===== src/rtl/sar_pkg.sv =====
// Package: shared constants and the sequencer state type.
// Assumes eight inputs and four result registers (group of four).
package sar_pkg;
    localparam int NCH   = 8;
    localparam int NBUF  = 4;
    localparam int CH_W  = $clog2(NCH);
    localparam int IDX_W = $clog2(NBUF);

    typedef enum logic [2:0] {
        ST_IDLE,
        ST_SAMPLE,
        ST_LOAD,
        ST_BIT,
        ST_WRITE
    } sar_state_t;
endpackage


===== src/rtl/sar_tick_div.sv =====
// Module: converter-clock enable generator.
// Produces a one-cycle tick every DIV system clocks while run is high.
// The count restarts from zero whenever run is low, so the first tick
// comes DIV clocks after run rises. Assumes DIV >= 2.
module sar_tick_div #(
    parameter int DIV = 4
) (
    input  logic clk,
    input  logic rst_n,
    input  logic run,
    output logic tick
);
    localparam int CNT_W = (DIV > 2) ? $clog2(DIV) : 1;
    localparam logic [CNT_W-1:0] LAST = CNT_W'(DIV - 1);

    logic [CNT_W-1:0] cnt;

    assign tick = run && (cnt == LAST);

    // Count system clocks within one converter-clock period.
    always_ff @(posedge clk) begin : div_count
        if (!rst_n || !run) cnt <= '0;
        else if (tick)      cnt <= '0;
        else                cnt <= cnt + 1'b1;
    end
endmodule


===== src/rtl/sar_search.sv =====
// Module: binary-search register.
// On load it sets the MSB trial. On each step it keeps or drops the
// current trial bit according to cmp (1 = input at or above the code)
// and sets the next lower bit. last is high while the LSB is on trial.
module sar_search #(
    parameter int W = 8
) (
    input  logic         clk,
    input  logic         rst_n,
    input  logic         load,
    input  logic         step,
    input  logic         cmp,
    output logic [W-1:0] code,
    output logic         last
);
    localparam logic [W-1:0] MSB = {1'b1, {(W-1){1'b0}}};

    logic [W-1:0] trial;
    logic [W-1:0] mask;

    assign code = trial;
    assign last = mask[0];

    // Trial code and bit-under-test mask.
    always_ff @(posedge clk) begin : search_reg
        if (!rst_n) begin
            trial <= '0;
            mask  <= '0;
        end else if (load) begin
            trial <= MSB;
            mask  <= MSB;
        end else if (step) begin
            trial <= (cmp ? trial : (trial & ~mask)) | (mask >> 1);
            mask  <= mask >> 1;
        end
    end
endmodule


===== src/rtl/sar_result_bank.sv =====
// Module: result register bank with one write port and one read port.
// Assumes the write index is always in range.
module sar_result_bank #(
    parameter int N = 4,
    parameter int W = 8
) (
    input  logic                 clk,
    input  logic                 rst_n,
    input  logic                 wr,
    input  logic [$clog2(N)-1:0] widx,
    input  logic [W-1:0]         wdata,
    input  logic [$clog2(N)-1:0] ridx,
    output logic [W-1:0]         rdata
);
    logic [W-1:0] regs [N];

    for (genvar g = 0; g < N; g++) begin : g_reg
        // Hold one result; written only when addressed.
        always_ff @(posedge clk) begin : hold
            if (!rst_n)                         regs[g] <= '0;
            else if (wr && (widx == g[$clog2(N)-1:0])) regs[g] <= wdata;
        end
    end

    assign rdata = regs[ridx];
endmodule


===== src/rtl/sar_scan_ctrl.sv =====
// Module: top-level sequencer of the successive-approximation converter.
// Runs sample -> load -> 8 decide -> write per input, on converter ticks.
// It walks one input or a group of four, once or repeatedly.
// Assumes the comparator output settles within one converter clock.
module sar_scan_ctrl
    import sar_pkg::*;
#(
    parameter int DIV    = 4,
    parameter int RES_W  = 8,
    parameter int SAMP_W = 4
) (
    input  logic              clk,
    input  logic              rst_n,
    input  logic              enable,
    input  logic              start,
    input  logic              quad_mode,
    input  logic              cont_mode,
    input  logic              grp_hi,
    input  logic [CH_W-1:0]   ch_sel,
    input  logic [SAMP_W-1:0] samp_len,
    input  logic              irq_en,
    input  logic              stat_rd,
    input  logic [IDX_W-1:0]  rd_idx,
    output logic [RES_W-1:0]  rd_data,
    output logic              busy,
    output logic              done,
    output logic              irq,
    output logic [CH_W-1:0]   mux_sel,
    output logic              sampling,
    output logic [RES_W-1:0]  dac_code,
    input  logic              cmp_in
);
    sar_state_t        state;
    logic [SAMP_W-1:0] scnt;
    logic [CH_W-1:0]   ch;
    logic              cfg_quad, cfg_cont, cfg_hi;
    logic [SAMP_W-1:0] cfg_samp;
    logic              tick, last_bit, pass_end, pass_done, wr_res;
    logic [CH_W-1:0]   start_ch, first_ch;
    logic [IDX_W-1:0]  wr_idx;

    assign busy      = (state != ST_IDLE);
    assign sampling  = (state == ST_SAMPLE);
    assign mux_sel   = ch;
    assign irq       = done && irq_en;
    assign start_ch  = quad_mode ? {grp_hi, {IDX_W{1'b0}}} : ch_sel;
    assign first_ch  = cfg_quad ? {cfg_hi, {IDX_W{1'b0}}} : ch;
    assign pass_end  = !cfg_quad || (ch[IDX_W-1:0] == {IDX_W{1'b1}});
    assign wr_res    = enable && (state == ST_WRITE) && tick;
    assign pass_done = wr_res && pass_end;
    assign wr_idx    = cfg_quad ? ch[IDX_W-1:0] : '0;

    sar_tick_div #(.DIV(DIV)) u_div (
        .clk   (clk),
        .rst_n (rst_n),
        .run   (busy),
        .tick  (tick)
    );

    sar_search #(.W(RES_W)) u_search (
        .clk   (clk),
        .rst_n (rst_n),
        .load  (enable && (state == ST_LOAD) && tick),
        .step  (enable && (state == ST_BIT) && tick),
        .cmp   (cmp_in),
        .code  (dac_code),
        .last  (last_bit)
    );

    sar_result_bank #(.N(NBUF), .W(RES_W)) u_bank (
        .clk   (clk),
        .rst_n (rst_n),
        .wr    (wr_res),
        .widx  (wr_idx),
        .wdata (dac_code),
        .ridx  (rd_idx),
        .rdata (rd_data)
    );

    // Sequencer: phase, sample counter, current input and captured mode.
    always_ff @(posedge clk) begin : seq_fsm
        if (!rst_n) begin
            state    <= ST_IDLE;
            scnt     <= '0;
            ch       <= '0;
            cfg_quad <= 1'b0;
            cfg_cont <= 1'b0;
            cfg_hi   <= 1'b0;
            cfg_samp <= '0;
        end else if (!enable) begin
            state <= ST_IDLE;
        end else begin
            unique case (state)
                ST_IDLE: if (start) begin
                    cfg_quad <= quad_mode;
                    cfg_cont <= cont_mode;
                    cfg_hi   <= grp_hi;
                    cfg_samp <= samp_len;
                    ch       <= start_ch;
                    scnt     <= '0;
                    state    <= ST_SAMPLE;
                end
                ST_SAMPLE: if (tick) begin
                    if (scnt == cfg_samp) state <= ST_LOAD;
                    else                  scnt  <= scnt + 1'b1;
                end
                ST_LOAD: if (tick) state <= ST_BIT;
                ST_BIT:  if (tick && last_bit) state <= ST_WRITE;
                ST_WRITE: if (tick) begin
                    scnt <= '0;
                    if (pass_end) begin
                        ch    <= first_ch;
                        state <= cfg_cont ? ST_SAMPLE : ST_IDLE;
                    end else begin
                        ch    <= ch + 1'b1;
                        state <= ST_SAMPLE;
                    end
                end
                default: state <= ST_IDLE;
            endcase
        end
    end

    // Completion flag: set at end of pass, cleared by a status read.
    always_ff @(posedge clk) begin : done_flag
        if (!rst_n)         done <= 1'b0;
        else if (pass_done) done <= 1'b1;
        else if (stat_rd)   done <= 1'b0;
    end
endmodule


===== config.mk =====
export PLATFORM = sky130hd
export DESIGN_NAME = sar_scan_ctrl
export DESIGN_NICKNAME = d
export VERILOG_FILES = /design/src/rtl/sar_pkg.sv /design/src/rtl/sar_tick_div.sv /design/src/rtl/sar_search.sv /design/src/rtl/sar_result_bank.sv /design/src/rtl/sar_scan_ctrl.sv
export SDC_FILE = /design/constraint.sdc
export NUM_CORES = 1
export LEC_CHECK = 0
export BUFFER_PORTS_ARGS = -buffer_cell sky130_fd_sc_hd__buf_2
export CAP_MARGIN = 40
export CORE_MARGIN = 4
export CORE_UTILIZATION = 55
export DETAILED_ROUTE_END_ITERATION = 12
export PLACE_DENSITY = 0.88
export REMOVE_ABC_BUFFERS = 1
export SLEW_MARGIN = 30
export SYNTH_ARGS = -nofsm -noshare
export SYNTH_HDL_FRONTEND = slang
export SYNTH_SLANG_ARGS = --single-unit

===== constraint.sdc =====
create_clock -name clk -period 2.64 [get_ports clk]
set_input_delay 0.132 -clock clk [delete_from_list [all_inputs] [get_ports clk]]
set_output_delay 0.132 -clock clk [all_outputs]
set_load 0.02 [all_outputs]

==> flow_summary.yaml, run 1 <==
setup_path:
  worstReg2RegEnd: "u_bank.regs[0][6]$_SDFFCE_PN0P_"
  path_max_fanout: 10
  critPathMaxStageDelay_ps: 490
  startpoint_type: "flip-flop"
  worstRegToRegCells: 5
  reg2reg_slack_ps: 630
  worst_ep_arrival_time_ps: 2230
  worst-setup-path-type: "flip-flop to flip-flop"
  crit_chain: "ha_1, and3b_1, nand3_1, nor2_1, and2_1"
  crit_slowest_cell: "nor2_1"
  cp-end-kind: "flip-flop"
  r2r-start: "u_div.cnt[0]$_SDFF_PP0_"
  crit_required_ps: 2850
placement:
  hpwlAfterDp_mm: 4.75
  portBuffers: 41
  gp_congestion: 0.810
  place_ws_ps: 663
  post-place-cells: 390
pwr:
  sw_frac_of_total_pct: 23.3
  clkPwrFrac_pct: 41.3
  combPwrFrac_pct: 7.9
  p_per_area_nw_per_um2: 619
  max-vdd-ir-drop_mv: 0.469
  p_leak_nw: 1.44
  p_int_mw: 1.75
  seq_power_share_pct: 50.8
  p_switching_uw: 533
  power_mw: 2.28
final_layout:
  drive_gt1_share_pct: 24.0
  layout_commonest_cell: "buf_2"
  area_delta_synth_final_pct: 14.8
  final_cells: 406
  nets: 351
  final_cell_mix: "41 x buf_2, 36 x dfxtp_1, 35 x and2_1, 32 x edfxtp_1, 23 x nand2_1"
  nFillCells: 408
  n_antenna_cell: 0
clock_tree:
  clk_latency_ps: 340
  cts.clk_slew.worst_paths_ps: 80
  clock_path_buffers: 2
  post_cts_buffers: 0
  ctsHoldBuffers: 0
  cts.htree.levels: 3
  numCtsBuffers: 9
  root_buffer: "clkbuf_8"
  cts_tree: "built"
  cts_resized: 0
  clock_sinks: 68
synthesis:
  syn_area_um2: 3210
  synth_edf_count: 32
  synthMuxAreaShare_pct: 9.39
  synth_area_leaders: "edfxtp_1 30%, dfxtp_1 22%, and2_1 6.8%"
  synth_xor_area_share_pct: 1.09
  synth_cell_types: 55
  async_flop_share_pct: 0
  synthAdderAreaFrac_pct: 1.17
  ys.warnings.count: 0
  synth_top_area_share_pct: 29.9
  synth_top_family_by_area: "simple AND/OR/NAND/NOR gates"
  synth_area_per_cell_um2: 11.2
  synth_compound_area_share_pct: 12.3
  yosys.area.top_type: "edfxtp_1"
  ys_seq_area_share_pct: 52.4
  ys_ff_latch: 68
  synth_flop_cell: "dfxtp_1"
  yosys.area_share.simple_pct: 18.9
  synth_cells: 286
drt:
  via_count: 2299
  drc: 0
  postRouteAntennaNets: 0
  wirelength_mm: 6.53
  wl_per_cell_um: 16.1
  drt-pass1-iter-count: 4
  drtIter0Drc: 173
  post_drt_via_cell_ratio: 5.66
global_route:
  grt_usage_pct: 19.3
  grt_first_pass_wirelength_mm: 10.8
  grt_antenna_before_repair: 0
  grt_max_degree: 32
  grt_overflow_total: 0
  grt_pass1_vias: 2205
sta:
  slew_violations: 0
  period_minus_slack_ps: 2010
  fin_skew_ps: 8.74
  setup_viol: 0
  hold_viol_final: 0
  fmax_mhz: 497
  grt_setup_unrepaired: "false"
  finalCritPeriodShare_pct: 76.3
  worstMarginPinSlew_ps: 674
  slew_headroom_pct: 54.7
  fin_ws_ps: 627
  tns_ps: 0
floorplanning:
  rows: 27
  io-pin-count: 42
  die_area_um2: 7130
  die_w_um: 84.4
  die_y_um: 84.4
  coreArea_um2: 5570
  start_util_pct: 57.6
outcome:
  outcome: "finished clean"
min_path:
  min_to: "cfg_samp[2]$_SDFFE_PN0P_"
  min-delay-start: "samp_len[2]"
  min_path_type: "input pin to flip-flop"
  hold_path_depth: 3
flow_run:
  max_cap_violations: 0
==> Yosys cell counts, drive strengths merged, types with 6 or more instances <==
| cell | number |
|---|---|
| dfxtp | 36 |
| nand3 | 6 |
| o21ai | 13 |
| and2 | 35 |
| nor2 | 6 |
| edfxtp | 32 |
| nor2b | 10 |
| nand2 | 23 |
| mux2i | 11 |
| nand3b | 6 |
| inv | 16 |
| a21oi | 15 |
| buf | 9 |
| clkbuf | 6 |
| mux4 | 8 |
==> final cells by class <==
type                    instances  area [um2]  area share [%]
well taps                      72        90.1            2.44
clock buffers                   9         124            3.36
inverters                      17        65.1            1.77
repair buffers                 47         250            6.79
flip-flops and latches         68        1680            45.6
multi-input cells             186        1380            37.4
clock inverters                 7        97.6            2.65
==> routing by layer <==
metal  part of all wire, %  wire length, um  up-vias  global-route usage [%]
li1                      -                -     1119                       -
met1                    42             2760     1077                    24.6
met2                    48             3150       91                    31.0
met3                   7.6              494       12                    4.32
met4                   1.9              125        0                    9.93
met5                     0                0        -                       0
==> logic make-up (layout without fill, tap and decap cells) <==
family	count (synthesis)	count (layout)
AND/OR/NAND/NOR	103	103
flip-flops	68	68
AO/OA/AOI/OAI	56	56
buffers and inverters	32	80
multiplexers	20	20
XOR/XNOR	4	4
adder cells (fa/ha/maj)	3	3
==> worst max-delay path, delay by kind of cell (launching register included) <==
kind                     cells  cell delay, ps
adder cells (fa/ha/maj)      1             380
flip-flops                   1             340
AND/OR/NAND/NOR              4            1160
==> power by group through the flow <==
stage	sequential [mW]	combinational, mW	clock [mW]
after global routing	1.16	0.197	1.02
after detailed placement	1.18	0.181	0
final	1.16	0.181	0.942
after CTS	1.16	0.182	0.956
after global placement	1.18	0.175	0
after floorplan	1.18	0.111	0
==> metrics by stage <==
stage | utilization [%] | area, um2 | hold slack, ps
floorplan | - | 3120 | 249
global placement | 62.2 | 3460 | 387
detailed placement | 62.2 | 3460 | 405
CTS | 66.1 | 3690 | 44.4
global route | 66.1 | 3690 | 75.1
finish | 66.1 | 3690 | 54.5
==> registers in the layout, summed over array words and instances (netlist names), 2 cells and up <==
register and flops:
u_div.cnt 2, mux_sel 3, scnt 4, state 3, u_bank.regs 32, u_search.mask 8
u_search.code 8, cfg_samp 4
==> how the worst max path moves through the flow <==
stage	cells after the start	end	slack [ps]	startpoint
2_1_floorplan	4	u_bank.regs[1][0]$_SDFFCE_PN0P_	550	u_div.cnt[0]$_SDFF_PP0_
3_3_place_gp	5	u_bank.regs[0][3]$_SDFFCE_PN0P_	760	u_div.cnt[0]$_SDFF_PP0_
3_5_place_dp	5	u_bank.regs[0][6]$_SDFFCE_PN0P_	660	u_div.cnt[0]$_SDFF_PP0_
4_1_cts	5	u_bank.regs[0][6]$_SDFFCE_PN0P_	620	u_div.cnt[0]$_SDFF_PP0_
5_1_grt	5	u_bank.regs[0][6]$_SDFFCE_PN0P_	460	u_div.cnt[0]$_SDFF_PP0_
6_report	5	u_bank.regs[0][6]$_SDFFCE_PN0P_	630	u_div.cnt[0]$_SDFF_PP0_
(Power assumes the default switching activity.)
==> run 2, diff against run 1 <==
- CORE_UTILIZATION: 55 -> 52
- PLACE_DENSITY: 0.88 -> 0.87
- clock period: 2.64 -> 1.8 ns (I/O delays scaled with it)
==> flow_summary.yaml, run 2 (synthesis gave the netlist of run 1 again) <==
drt:
  via_count: 2388
  drtIter0Drc: 132
  wirelength_mm: 6.73
  drc: 0
  postRouteAntennaNets: 0
  drt-pass1-iter-count: 4
  wl_per_cell_um: 15.8
  post_drt_via_cell_ratio: 5.59
final_layout:
  regMostFlops: "u_bank.regs"
  n_antenna_cell: 0
  nFillCells: 459
  drive_gt1_share_pct: 29.0
  area_delta_synth_final_pct: 20.1
  nets: 369
  layout_commonest_cell: "buf_2"
  largest_reg_flops: 32
  final_cell_mix: "41 x buf_2, 35 x and2_1, 35 x dfxtp_1, 32 x edfxtp_1"
  final_util_pct: 64.8
setup_path:
  worstRegToRegCells: 4
  r2r-start: "state[2]$_SDFFE_PN0P_"
  startpoint_type: "flip-flop"
  worstReg2RegEnd: "u_bank.regs[2][7]$_SDFFCE_PN0P_"
  cp-end-kind: "flip-flop"
  reg2reg_slack_ps: 100
  path_max_fanout: 8
  worst-setup-path-type: "flip-flop to flip-flop"
  crit_required_ps: 2000
  worst_ep_arrival_time_ps: 1900
pwr:
  p_per_area_nw_per_um2: 888
  p_leak_nw: 1.53
  max-vdd-ir-drop_mv: 0.431
global_route:
  grt_pass1_vias: 2330
  grt_overflow_total: 0
  grt_max_degree: 22
  grt_first_pass_wirelength_mm: 11.2
  grt_antenna_before_repair: 0
  grt_usage_pct: 19.3
floorplanning:
  rows: 28
  coreArea_um2: 5960
  io-pin-count: 42
  die_y_um: 86.6
  die_w_um: 86.6
  start_util_pct: 53.9
  die_area_um2: 7500
flow_run:
  max_cap_violations: 0
sta:
  fin_ws_ps: 105
  grt_setup_unrepaired: "true"
  finalCritPeriodShare_pct: 94.2
  fmax_mhz: 590
  setup_viol: 0
  hold_viol_final: 0
  worstMarginPinSlew_ps: 439
  period_minus_slack_ps: 1700
  slew_headroom_pct: 70.6
  tns_ps: 0
  fin_skew_ps: 12.3
  slew_violations: 0
placement:
  portBuffers: 41
  gp_congestion: 0.802
  hpwlAfterDp_mm: 4.73
  place_ws_ps: 17.3
clock_tree:
  clock_path_buffers: 2
  cts_tree: "built"
  root_buffer: "clkbuf_8"
  clk_latency_ps: 340
  numCtsBuffers: 9
  cts.htree.levels: 3
  clock_sinks: 68
  cts.clk_slew.worst_paths_ps: 80
min_path:
  min_to: "cfg_samp[0]$_SDFFE_PN0P_"
  min-delay-start: "samp_len[0]"
  min_path_type: "input pin to flip-flop"
  hold_path_depth: 3
outcome:
  outcome: "finished clean"
==> run 2: critical path: stages (launching register included) <==
cell     delay, ps
dfxtp_1        430
nor2b_1        370
nand3_1        280
nor2_2         300
and2_1         170
==> run 2: through the flow <==
stage / power (mW) / hold slack, ps / area [um2] / std cells
floorplan: 1.89 / 207 / 3120 / 271
global placement: 2.00 / 345 / 3570 / 407
detailed placement: 2.02 / 359 / 3570 / 407
CTS: 3.45 / 4.60 / 3820 / 425
global route: 3.55 / 42.5 / 3860 / 427
finish: 3.43 / 14.0 / 3860 / 427
==> run 2: report_power, final <==
group,switching [mW],internal [mW]
Combinational,0.162,0.138
Clock,0.630,0.804
Sequential,0.0303,1.66
==> run 2: cell type report <==
class                   instances  area, um2  area share (%)
flip-flops and latches         68       1680            43.6
inverters                      17       65.1            1.69
repair buffers                 65        390            10.1
multi-input cells             186       1400            36.2
clock buffers                   9        124            3.21
clock inverters                 7        105            2.72
well taps                      75       93.8            2.43
==> run 2: worst max-delay path by stage <==
stage                                       start                         endpoint  slack, ps  cells past startpoint
after floorplan           u_div.cnt[0]$_SDFF_PP0_  u_bank.regs[1][0]$_SDFFCE_PN0P_       -290                      4
after global placement    u_div.cnt[0]$_SDFF_PP0_  u_bank.regs[1][5]$_SDFFCE_PN0P_         90                      5
after detailed placement  u_div.cnt[0]$_SDFF_PP0_  u_bank.regs[1][4]$_SDFFCE_PN0P_         20                      5
after CTS                 u_div.cnt[0]$_SDFF_PP0_  u_bank.regs[1][0]$_SDFFCE_PN0P_         40                      5
after global routing      u_div.cnt[0]$_SDFF_PP0_            state[1]$_SDFFE_PN0P_        -50                      5
final                       state[2]$_SDFFE_PN0P_  u_bank.regs[2][7]$_SDFFCE_PN0P_        100                      4
==> run 2: routing by layer <==
layer / wire, um / vias to the layer above / track usage, %
li1: - / 1160 / -
met1: 2920 / 1151 / 24.5
met3: 372 / 4 / 4.75
met2: 3380 / 73 / 32.2
met4: 57 / 0 / 6.80
met5: 0 / - / 0
==> run 2: repair_timing <==
action / CTS / global route
pin swaps: 0 / 1
endpoints found under the setup margin: 8 / 45
resized for setup: 1 / 6
setup buffers: 0 / 2
hold buffers: 2 / 0
hold endpoints to repair: 2 / 0
